[src/rtl/tcc_pkg.sv]
package tcc_pkg;
   localparam int ADDR_W = 2;
   localparam int CTRL_W = 7;

   typedef enum logic [ADDR_W-1:0] {
      A_CTRL = 2'd0,
      A_STAT = 2'd1,
      A_VAL  = 2'd2
   } reg_addr_e;

   // packed order gives bit positions: sel[1:0], pol 2, en 3, pre_en 4, pwm 5, ie 6
   typedef struct packed {
      logic       ie;
      logic       pwm;
      logic       pre_en;
      logic       en;
      logic       pol;
      logic [1:0] sel;
   } ctrl_t;
endpackage

[src/rtl/tcc_edge.sv]
module tcc_edge #(
   parameter int SYNC_STAGES = 0
) (
   input  logic clk,
   input  logic rst_n,
   input  logic arm,
   input  logic pol,
   input  logic sig_i,
   output logic hit_o
);
   logic s_w;
   logic prev_q;

   initial begin
      if (SYNC_STAGES < 0 || SYNC_STAGES > 4)
         $error("tcc_edge: SYNC_STAGES out of range");
   end

   generate
      if (SYNC_STAGES == 0) begin : g_direct
         assign s_w = sig_i;
      end else begin : g_sync
         logic [SYNC_STAGES-1:0] sq;
         always_ff @(posedge clk or negedge rst_n) begin
            if (!rst_n) sq <= '0;
            else begin
               sq[0] <= sig_i;
               for (int i = 1; i < SYNC_STAGES; i++) sq[i] <= sq[i-1];
            end
         end
         assign s_w = sq[SYNC_STAGES-1];
      end
   endgenerate

   always_ff @(posedge clk or negedge rst_n) begin
      if (!rst_n) prev_q <= 1'b0;
      else        prev_q <= s_w;
   end

   logic rise_w, fall_w;
   assign rise_w = s_w & ~prev_q;
   assign fall_w = ~s_w & prev_q;
   assign hit_o  = arm & (pol ? fall_w : rise_w);
endmodule

[src/rtl/tcc_cmp.sv]
module tcc_cmp #(
   parameter int W = 16
) (
   input  logic         clk,
   input  logic         rst_n,
   input  logic         active,
   input  logic         pwm,
   input  logic [W-1:0] cnt,
   input  logic [W-1:0] cmpv,
   output logic         gt_o,
   output logic         eq_o,
   output logic         ref_o
);
   logic ref_q;

   initial begin
      if (W < 2) $error("tcc_cmp: W too small");
   end

   assign gt_o = cnt > cmpv;
   assign eq_o = cnt == cmpv;

   always_ff @(posedge clk or negedge rst_n) begin
      if (!rst_n)       ref_q <= 1'b0;
      else if (!active) ref_q <= 1'b0;
      else if (pwm)     ref_q <= (cnt < cmpv);
      else if (eq_o)    ref_q <= ~ref_q;
   end

   assign ref_o = ref_q;

   // toggle waveform holds when no match
   a_r10_hold_without_match: assert property (@(posedge clk) disable iff (!rst_n)
      (active && !pwm && !eq_o) |=> $stable(ref_o));
endmodule

[src/rtl/tcc_out.sv]
module tcc_out #(
   parameter bit REG_OUT = 1'b0,
   parameter bit IDLE    = 1'b0
) (
   input  logic clk,
   input  logic rst_n,
   input  logic ref_i,
   input  logic pol,
   input  logic en,
   output logic pin_o
);
   logic drive_w;
   assign drive_w = en ? (ref_i ^ pol) : IDLE;

   generate
      if (REG_OUT) begin : g_reg
         logic pin_q;
         always_ff @(posedge clk or negedge rst_n) begin
            if (!rst_n) pin_q <= IDLE;
            else        pin_q <= drive_w;
         end
         assign pin_o = pin_q;
      end else begin : g_comb
         assign pin_o = drive_w;
      end
   endgenerate
endmodule

[src/rtl/tcc_channel.sv]
module tcc_channel
   import tcc_pkg::*;
#(
   parameter int CNT_W       = 16,
   parameter int BUS_W       = 32,
   parameter int SYNC_STAGES = 0,
   parameter bit REG_OUT     = 1'b0
) (
   input  logic             clk,
   input  logic             rst_n,
   input  logic [CNT_W-1:0] cnt_i,
   input  logic             upd_i,
   input  logic             chan_i,
   input  logic             bus_wr,
   input  logic             bus_rd,
   input  logic [1:0]       bus_addr,
   input  logic [BUS_W-1:0] bus_wdata,
   output logic [BUS_W-1:0] bus_rdata,
   output logic             cmp_gt_o,
   output logic             cmp_eq_o,
   output logic             ch_o,
   output logic             irq_o
);
   initial begin
      if (BUS_W < CNT_W)  $error("tcc_channel: BUS_W below CNT_W");
      if (BUS_W < CTRL_W) $error("tcc_channel: BUS_W below control width");
      if (CNT_W < 2)      $error("tcc_channel: CNT_W too small");
   end

   ctrl_t            ctrl_q;
   logic [CNT_W-1:0] stage_q;
   logic [CNT_W-1:0] work_q;
   logic             cap_pend_q;
   logic             ccif_q;
   logic             ovf_q;
   logic             hit_w;
   logic             ref_w;

   logic in_mode, out_mode;
   assign out_mode = (ctrl_q.sel == 2'b00);
   assign in_mode  = ~out_mode;

   logic wr_ctrl, wr_stat, wr_val, rd_val;
   assign wr_ctrl = bus_wr && (bus_addr == A_CTRL);
   assign wr_stat = bus_wr && (bus_addr == A_STAT);
   assign wr_val  = bus_wr && (bus_addr == A_VAL);
   assign rd_val  = bus_rd && (bus_addr == A_VAL);

   logic clr_ccif, clr_ovf;
   assign clr_ccif = wr_stat && !bus_wdata[0];
   assign clr_ovf  = wr_stat && !bus_wdata[1];

   tcc_edge #(.SYNC_STAGES(SYNC_STAGES)) u_edge (
      .clk   (clk),
      .rst_n (rst_n),
      .arm   (in_mode & ctrl_q.en),
      .pol   (ctrl_q.pol),
      .sig_i (chan_i),
      .hit_o (hit_w)
   );

   always_ff @(posedge clk or negedge rst_n) begin
      if (!rst_n)       ctrl_q <= '0;
      else if (wr_ctrl) ctrl_q <= ctrl_t'(bus_wdata[CTRL_W-1:0]);
   end

   // working register: counter in on capture, staging in on compare
   always_ff @(posedge clk or negedge rst_n) begin
      if (!rst_n) work_q <= '0;
      else if (in_mode) begin
         if (hit_w) work_q <= cnt_i;
      end else if (!ctrl_q.pre_en || upd_i) begin
         work_q <= stage_q;
      end
   end

   always_ff @(posedge clk or negedge rst_n) begin
      if (!rst_n) cap_pend_q <= 1'b0;
      else        cap_pend_q <= hit_w;
   end

   always_ff @(posedge clk or negedge rst_n) begin
      if (!rst_n)          stage_q <= '0;
      else if (cap_pend_q) stage_q <= work_q;
      else if (wr_val)     stage_q <= bus_wdata[CNT_W-1:0];
   end

   always_ff @(posedge clk or negedge rst_n) begin
      if (!rst_n)                 ccif_q <= 1'b0;
      else if (cap_pend_q)        ccif_q <= 1'b1;
      else if (clr_ccif)          ccif_q <= 1'b0;
      else if (rd_val && in_mode) ccif_q <= 1'b0;
   end

   always_ff @(posedge clk or negedge rst_n) begin
      if (!rst_n)                    ovf_q <= 1'b0;
      else if (clr_ovf)              ovf_q <= 1'b0;
      else if (cap_pend_q && ccif_q) ovf_q <= 1'b1;
   end

   tcc_cmp #(.W(CNT_W)) u_cmp (
      .clk    (clk),
      .rst_n  (rst_n),
      .active (out_mode),
      .pwm    (ctrl_q.pwm),
      .cnt    (cnt_i),
      .cmpv   (work_q),
      .gt_o   (cmp_gt_o),
      .eq_o   (cmp_eq_o),
      .ref_o  (ref_w)
   );

   tcc_out #(.REG_OUT(REG_OUT), .IDLE(1'b0)) u_out (
      .clk   (clk),
      .rst_n (rst_n),
      .ref_i (ref_w),
      .pol   (ctrl_q.pol),
      .en    (ctrl_q.en),
      .pin_o (ch_o)
   );

   always_comb begin
      bus_rdata = '0;
      case (bus_addr)
         A_CTRL:  bus_rdata[CTRL_W-1:0] = ctrl_q;
         A_STAT:  bus_rdata[1:0]        = {ovf_q, ccif_q};
         A_VAL:   bus_rdata[CNT_W-1:0]  = stage_q;
         default: bus_rdata             = '0;
      endcase
   end

   assign irq_o = ctrl_q.ie & ccif_q;

   // a completing capture always leaves the flag set
   a_r3_flag_after_capture: assert property (@(posedge clk) disable iff (!rst_n)
      cap_pend_q |=> ccif_q);

   // capture on an unread result raises over-capture
   a_r6_overcapture: assert property (@(posedge clk) disable iff (!rst_n)
      (cap_pend_q && ccif_q && !clr_ovf) |=> ovf_q);

   // clearing over-capture wins in the same cycle
   a_r7_clear_wins: assert property (@(posedge clk) disable iff (!rst_n)
      clr_ovf |=> !ovf_q);

   // staged compare value holds without an update pulse
   a_r9_hold_working: assert property (@(posedge clk) disable iff (!rst_n)
      (out_mode && ctrl_q.pre_en && !upd_i) |=> $stable(work_q));

   // compare job never detects a capture edge
   a_r13_no_capture_in_compare: assert property (@(posedge clk) disable iff (!rst_n)
      out_mode |-> !hit_w);
endmodule

[config.mk]
export PLATFORM = sky130hd
export DESIGN_NAME = tcc_channel
export DESIGN_NICKNAME = d
export VERILOG_FILES = /design/src/rtl/tcc_pkg.sv /design/src/rtl/tcc_edge.sv /design/src/rtl/tcc_cmp.sv /design/src/rtl/tcc_out.sv /design/src/rtl/tcc_channel.sv
export SDC_FILE = /design/constraint.sdc
export NUM_CORES = 1
export LEC_CHECK = 0
export ABC_AREA = 1
export CAP_MARGIN = 20
export CORE_MARGIN = 10
export CORE_UTILIZATION = 43
export CTS_BUF_LIST = sky130_fd_sc_hd__clkbuf_16
export DETAILED_ROUTE_END_ITERATION = 10
export GPL_TIMING_DRIVEN = 0
export MAX_ROUTING_LAYER = met4
export PLACE_DENSITY = 0.83
export RECOVER_POWER = 100
export SETUP_SLACK_MARGIN = 0.1
export SYNTH_ARGS = -nofsm -noshare
export SYNTH_HDL_FRONTEND = slang
export SYNTH_SLANG_ARGS = --single-unit
[constraint.sdc]
create_clock -name clk -period 1.43 [get_ports clk]
set_input_delay 0.143 -clock clk [delete_from_list [all_inputs] [get_ports clk]]
set_output_delay 0.143 -clock clk [all_outputs]
set_load 0.02 [all_outputs]
Word-level counts from Yosys, hierarchy flattened
Index checks and enable logic that the tools add are counted.
{"block": "totals", "regBits": 44, "inputBits": 56, "output_inout_bits": 36, "elab_cells": 67}
{"block": "classes", "n_lt_le_gt_ge": 2, "n_eq_ne": 5, "mux": 18, "bitwise_logic": 10, "reduce_logical": 19}
{"operator": "16-bit 2-to-1 mux", "n": 5}
{"operator": "16-bit equality test", "n": 1}
{"operator": "16-bit > comparator", "n": 1}
{"operator": "16-bit < comparator", "n": 1}
{"operator": "1-bit 2-to-1 mux", "n": 10}
{"operator": "5-bit case mux with 2 select lines", "n": 1}
{"operator": "9-bit 2-to-1 mux", "n": 1}
{"operator": "1-bit logical AND", "n": 8}
{"operator": "2-bit case mux with 3 select lines", "n": 1}
{"operator": "2-bit nonzero test", "n": 3}
{"operator": "1-bit AND", "n": 5}
{"operator": "2-bit logical NOT", "n": 2}
{"operator": "1-bit inverter", "n": 4}
{"operator": "1-bit logical NOT", "n": 3}
{"operator": "3-bit != test, second input constant", "n": 1}
{"operator": "3-bit nonzero test", "n": 1}
{"operator": "2-bit by 1-bit equality test with 1-bit output, second input constant", "n": 1}
{"operator": "2-bit equality test, second input constant", "n": 1}
{"operator": "2-bit by 1-bit != test with 1-bit output, second input constant", "n": 1}
{"operator": "2-bit AND reduction", "n": 1}
{"operator": "1-bit logical OR", "n": 1}
{"operator": "1-bit bitwise XOR", "n": 1}

Depth between registers and ports, before layout
{"block": "depth", "depth_word": 6, "depth_mapped": 11, "ltp_nobuf": 11}

Cells and area by module
Synthesis repeated with hierarchy kept, for this count alone.
{"block": "hier_totals", "cells_unflattened": 436, "hier_area_um2": 3024.2}
{"mod": "tcc_channel", "n_inst": 1, "cells_per_inst": 338, "area_per_inst_um2": 2417.3}
{"mod": "tcc_cmp", "n_inst": 1, "cells_per_inst": 85, "area_per_inst_um2": 536.8}
{"mod": "tcc_edge", "n_inst": 1, "cells_per_inst": 9, "area_per_inst_um2": 55.1}
{"mod": "tcc_out", "n_inst": 1, "cells_per_inst": 4, "area_per_inst_um2": 15.0}

Worst setup path after synthesis
No wires, ideal clock.
{"block": "synth_path", "path_type": "register -> output", "from": "register work_q[11]", "to": "output port cmp_gt_o", "t_arrival_ns": 1.500, "slack_ns": -0.213, "path_stages_with_launch": 10, "path_buffers": 0, "path_cell_list": "dfrtp_1 -> inv_1 -> ha_1 -> nand2_1 -> nor2_1 -> nand2_1 -> nor2_1 -> nand2_1 -> inv_1 -> a31oi_1"}
{"block": "synth_between", "elab_chain_cells": 1}
{"element": "start, declared", "line": "tcc_channel.sv:32", "source": "logic [CNT_W-1:0] work_q;"}
{"element": "start signal, assigned", "line": "tcc_channel.sv:71", "source": "if (hit_w) work_q <= cnt_i;"}
{"element": "start signal, assigned", "line": "tcc_channel.sv:73", "source": "work_q <= stage_q;"}
{"element": "16-bit > comparator", "line": "tcc_cmp.sv:20", "source": "assign gt_o = cnt > cmpv;"}
{"element": "end, declared", "line": "tcc_channel.sv:19", "source": "output logic cmp_gt_o,"}
No other way between the ends.

Worst setup path in the final report
Ends and elaborated chain as after synthesis.

==> results.ini <==
[power_and_ir_drop]
switching_power_mw = 2.872
max-vdd-ir-drop_mv = 0.6999
p_total_mw = 6.824
combPwrFrac = 0.548
p_leak_nw = 1.991
p_int_mw = 3.952
pwr-share-seq = 0.294
power_frac_clock = 0.159
swShare = 0.4209
p_per_area_nw_per_um2 = 1637

[timing]
slew_headroom = 0.6179
hold_ws_ns = 0.2094
setup_viol = 31
fin_ws_ns = -0.5185
fin_skew_ns = 0.006514
fmax_mhz = 513.2
fin_crit_sh = 1.363
rsz0062_at_grt = yes
drv_slew = 0
hold_viol = 0
tightest_slew_ns = 0.5731
fin_crit_ns = 1.948

[placed_design]
routabilityCongestion = 0.9126
dpl.hpwl_microns = 6441
dp.cells = 495
port_buffers = 59
dpl_worst_slack_ns = -1.084

[route]
drt_pass1_iterations = 7
drt-initial-drc-count = 311
wl_met1_microns = 3827
finalWirelength_microns = 9694
detailroute.via_count = 2818
ant_nets = 0
wl_met2_microns = 4875
route.detailed.drc = 0
wl_per_cell_microns = 18.50
dr.max_layer_used = met4
wl_met3_microns = 781
post_drt_via_cell_ratio = 5.378

[cells_and_area]
drive_gt1_frac = 0.3559
finalNonFillerCells = 524
fill_cells = 552
antenna-diode-count = 0
final_nets = 516
syn_to_final_growth_pct = 41.37

[yosys]
yosys_warnings = 0
synthesis.instances = 340
synth_commonest_cells = nand2_1 (66), inv_1 (50), dfrtp_1 (44), nor2_1 (24), o211ai_2 (22)
synth_async_sr_flop_share = 1.000
synth.distinct_cells = 32
yosysTopAreaCell = dfrtp_1
ys.flop_type = dfrtp_1
synth_top_area_share = 0.3734
postSynthAreaPerCell_sq_um = 8.674
yosysSeqAreaShare = 0.3734
synth-seq-cells = 44
netlist_area_sq_um = 2949
yosysMostFrequentCell = nand2_1
synth_edf_count = 0
yosys-top-cells-area = dfrtp_1 (37%), o211ai_2 (9.3%), nand2_1 (8.4%)

[grt]
grt_use_total = 0.1792
grt_max_degree = 24
overflow = 0
antenna_found_initial = 0
grt_pass1_wl_microns = 14430
grt_pass1_vias = 2816

[clock_tree]
clk_pin_slew_worst_paths_ns = 0.06
clock-sinks = 44
clk_latency_ns = 0.28
cts_buffers = 5
htree_levels = 2
cts_tree = yes
root_buffer = clkbuf_16
cts_buffer_depth = 2

[setup_path]
cp-start-kind = flop
worstSetupPathType = reg2out
cp.required_ns = 1.29
arrival_ns = 1.81
r2r-start = work_q[14]$_DFFE_PN0P_
r2r_cells = 13
cp-end-kind = output pin
reg2reg_slack_ns = -0.35
critical_path_peak_fanout = 3
reg2reg_to = u_cmp.ref_o$_DFFE_PN0P_

[min_path]
min_to = ctrl_q[1]$_DFFE_PN0P_
whs_path_depth = 4
hold_start = bus_addr[1]
holdCritPathClass = in2reg

[outcome]
status = finished, violations left
violations = negative setup slack

[floorplanning]
core-area_sq_um = 6719
std_cell_rows = 30
dieArea_sq_um = 10570
ios = 92
dieHeight_microns = 102.8
initial_core_util = 0.4389
die_width_microns = 102.8

[run]
drv_cap = 0

==> worst max-delay path by stage <==
stage | cells after the start | to | slack [ns] | start
after global placement | 9 | cmp_gt_o | -1.05 | cnt_i[13]
final | 9 | cmp_gt_o | -0.52 | work_q[11]$_DFFE_PN0P_
after detailed placement | 9 | cmp_gt_o | -1.08 | cnt_i[13]
after floorplan | 8 | cmp_gt_o | -0.01 | work_q[13]$_DFFE_PN0P_
after CTS | 9 | cmp_gt_o | -0.44 | work_q[15]$_DFFE_PN0P_
after global routing | 9 | cmp_gt_o | -0.60 | work_q[10]$_DFFE_PN0P_
==> metrics by stage <==
step | setup TNS, ns | area, sq um | utilization
after floorplan | -0.01380 | 3078 | -
after global placement | -59.88 | 3769 | 0.5609
after detailed placement | -17.86 | 3791 | 0.5642
after CTS | -1.082 | 4061 | 0.6045
after global routing | -4.839 | 4169 | 0.6205
final | -2.820 | 4169 | 0.6205
==> kinds of logic after synthesis <==
kind of cell	Yosys count	synth area share
compound gates	87	0.2423
buf+inv	82	0.1442
other cells	1	0.001272
flops	44	0.3734
simple gates	109	0.1672
fa+ha+maj	16	0.06788
mux	1	0.003818
==> registers in the layout, summed over array words and instances (netlist names) <==
name,flops
work_q,16
ccif_q,1
ctrl_q,7
stage_q,16
u_edge.prev_q,1
u_cmp.ref_o,1
cap_pend_q,1
ovf_q,1
==> critical path: stages (launching register included) <==
cell and delay (ns):
dfrtp_1 0.37, inv_2 0.10, ha_4 0.21, nand2_1 0.11, inv_1 0.06, nand2_1 0.08, nand2_1 0.09, a21oi_2 0.24
a31oi_4 0.11, buf_6 0.14
==> placed cells by master, fill, tap and decap left out, types with 2 or more instances in the layout <==
cell,n
nand2_1,56
clkbuf_16,7
nor2_4,4
o211ai_2,21
conb_1,16
o21ai_1,12
a211oi_1,4
o21ai_2,19
ha_4,7
nor2_2,2
nand4_1,2
inv_2,13
buf_6,9
dlygate4sd2_1,2
buf_4,33
dlygate4sd3_1,3
nor3_1,4
nand3_1,5
clkdlybuf4s50_1,33
dfrtp_1,44
buf_12,3
o211ai_1,8
clkbuf_1,6
inv_1,41
nor2_1,21
ha_1,9
o22ai_1,4
o21ai_0,2
a21oi_1,12
clkbuf_2,17
nand2_2,11
==> timing repair <==
action / in CTS / in global routing
setup buffers: 12 / 7
gates resized for setup: 106 / 40
hold endpoints to repair: 21 / 0
pin swaps: 7 / 10
hold buffers: 1 / 0
gates cloned: 1 / 2
endpoints found under the setup margin: 45 / 36
==> power groups by stage <==
stage,Sequential (mW),Clock (mW),Combinational [mW]
detailed placement,1.99,0,3.12
finish,2.00,1.08,3.74
global route,2.03,1.13,4.05
CTS,1.97,1.08,3.37
floorplan,1.93,0,2.24
global placement,1.96,0,2.99
==> routing by layer <==
layer  vias to the layer above  GRT usage
met1                      1327     0.2171
li1                       1307          -
met4                         0    0.05241
met2                       159     0.2978
met3                        25    0.03351
met5                         -          -
==> area by class of cell <==
class,count,area (sq um),area share
plain buffers,29,261.5,0.06273
clock buffers,5,125.1,0.03001
clock inverters,2,8.758,0.002101
inverters,53,198.9,0.04772
multi-input cells,229,1640,0.3935
flip-flops and latches,44,1101,0.2641
well taps,80,100.1,0.02401
repair buffers,82,733.2,0.1759
Power figures use the tool's default switching activity.
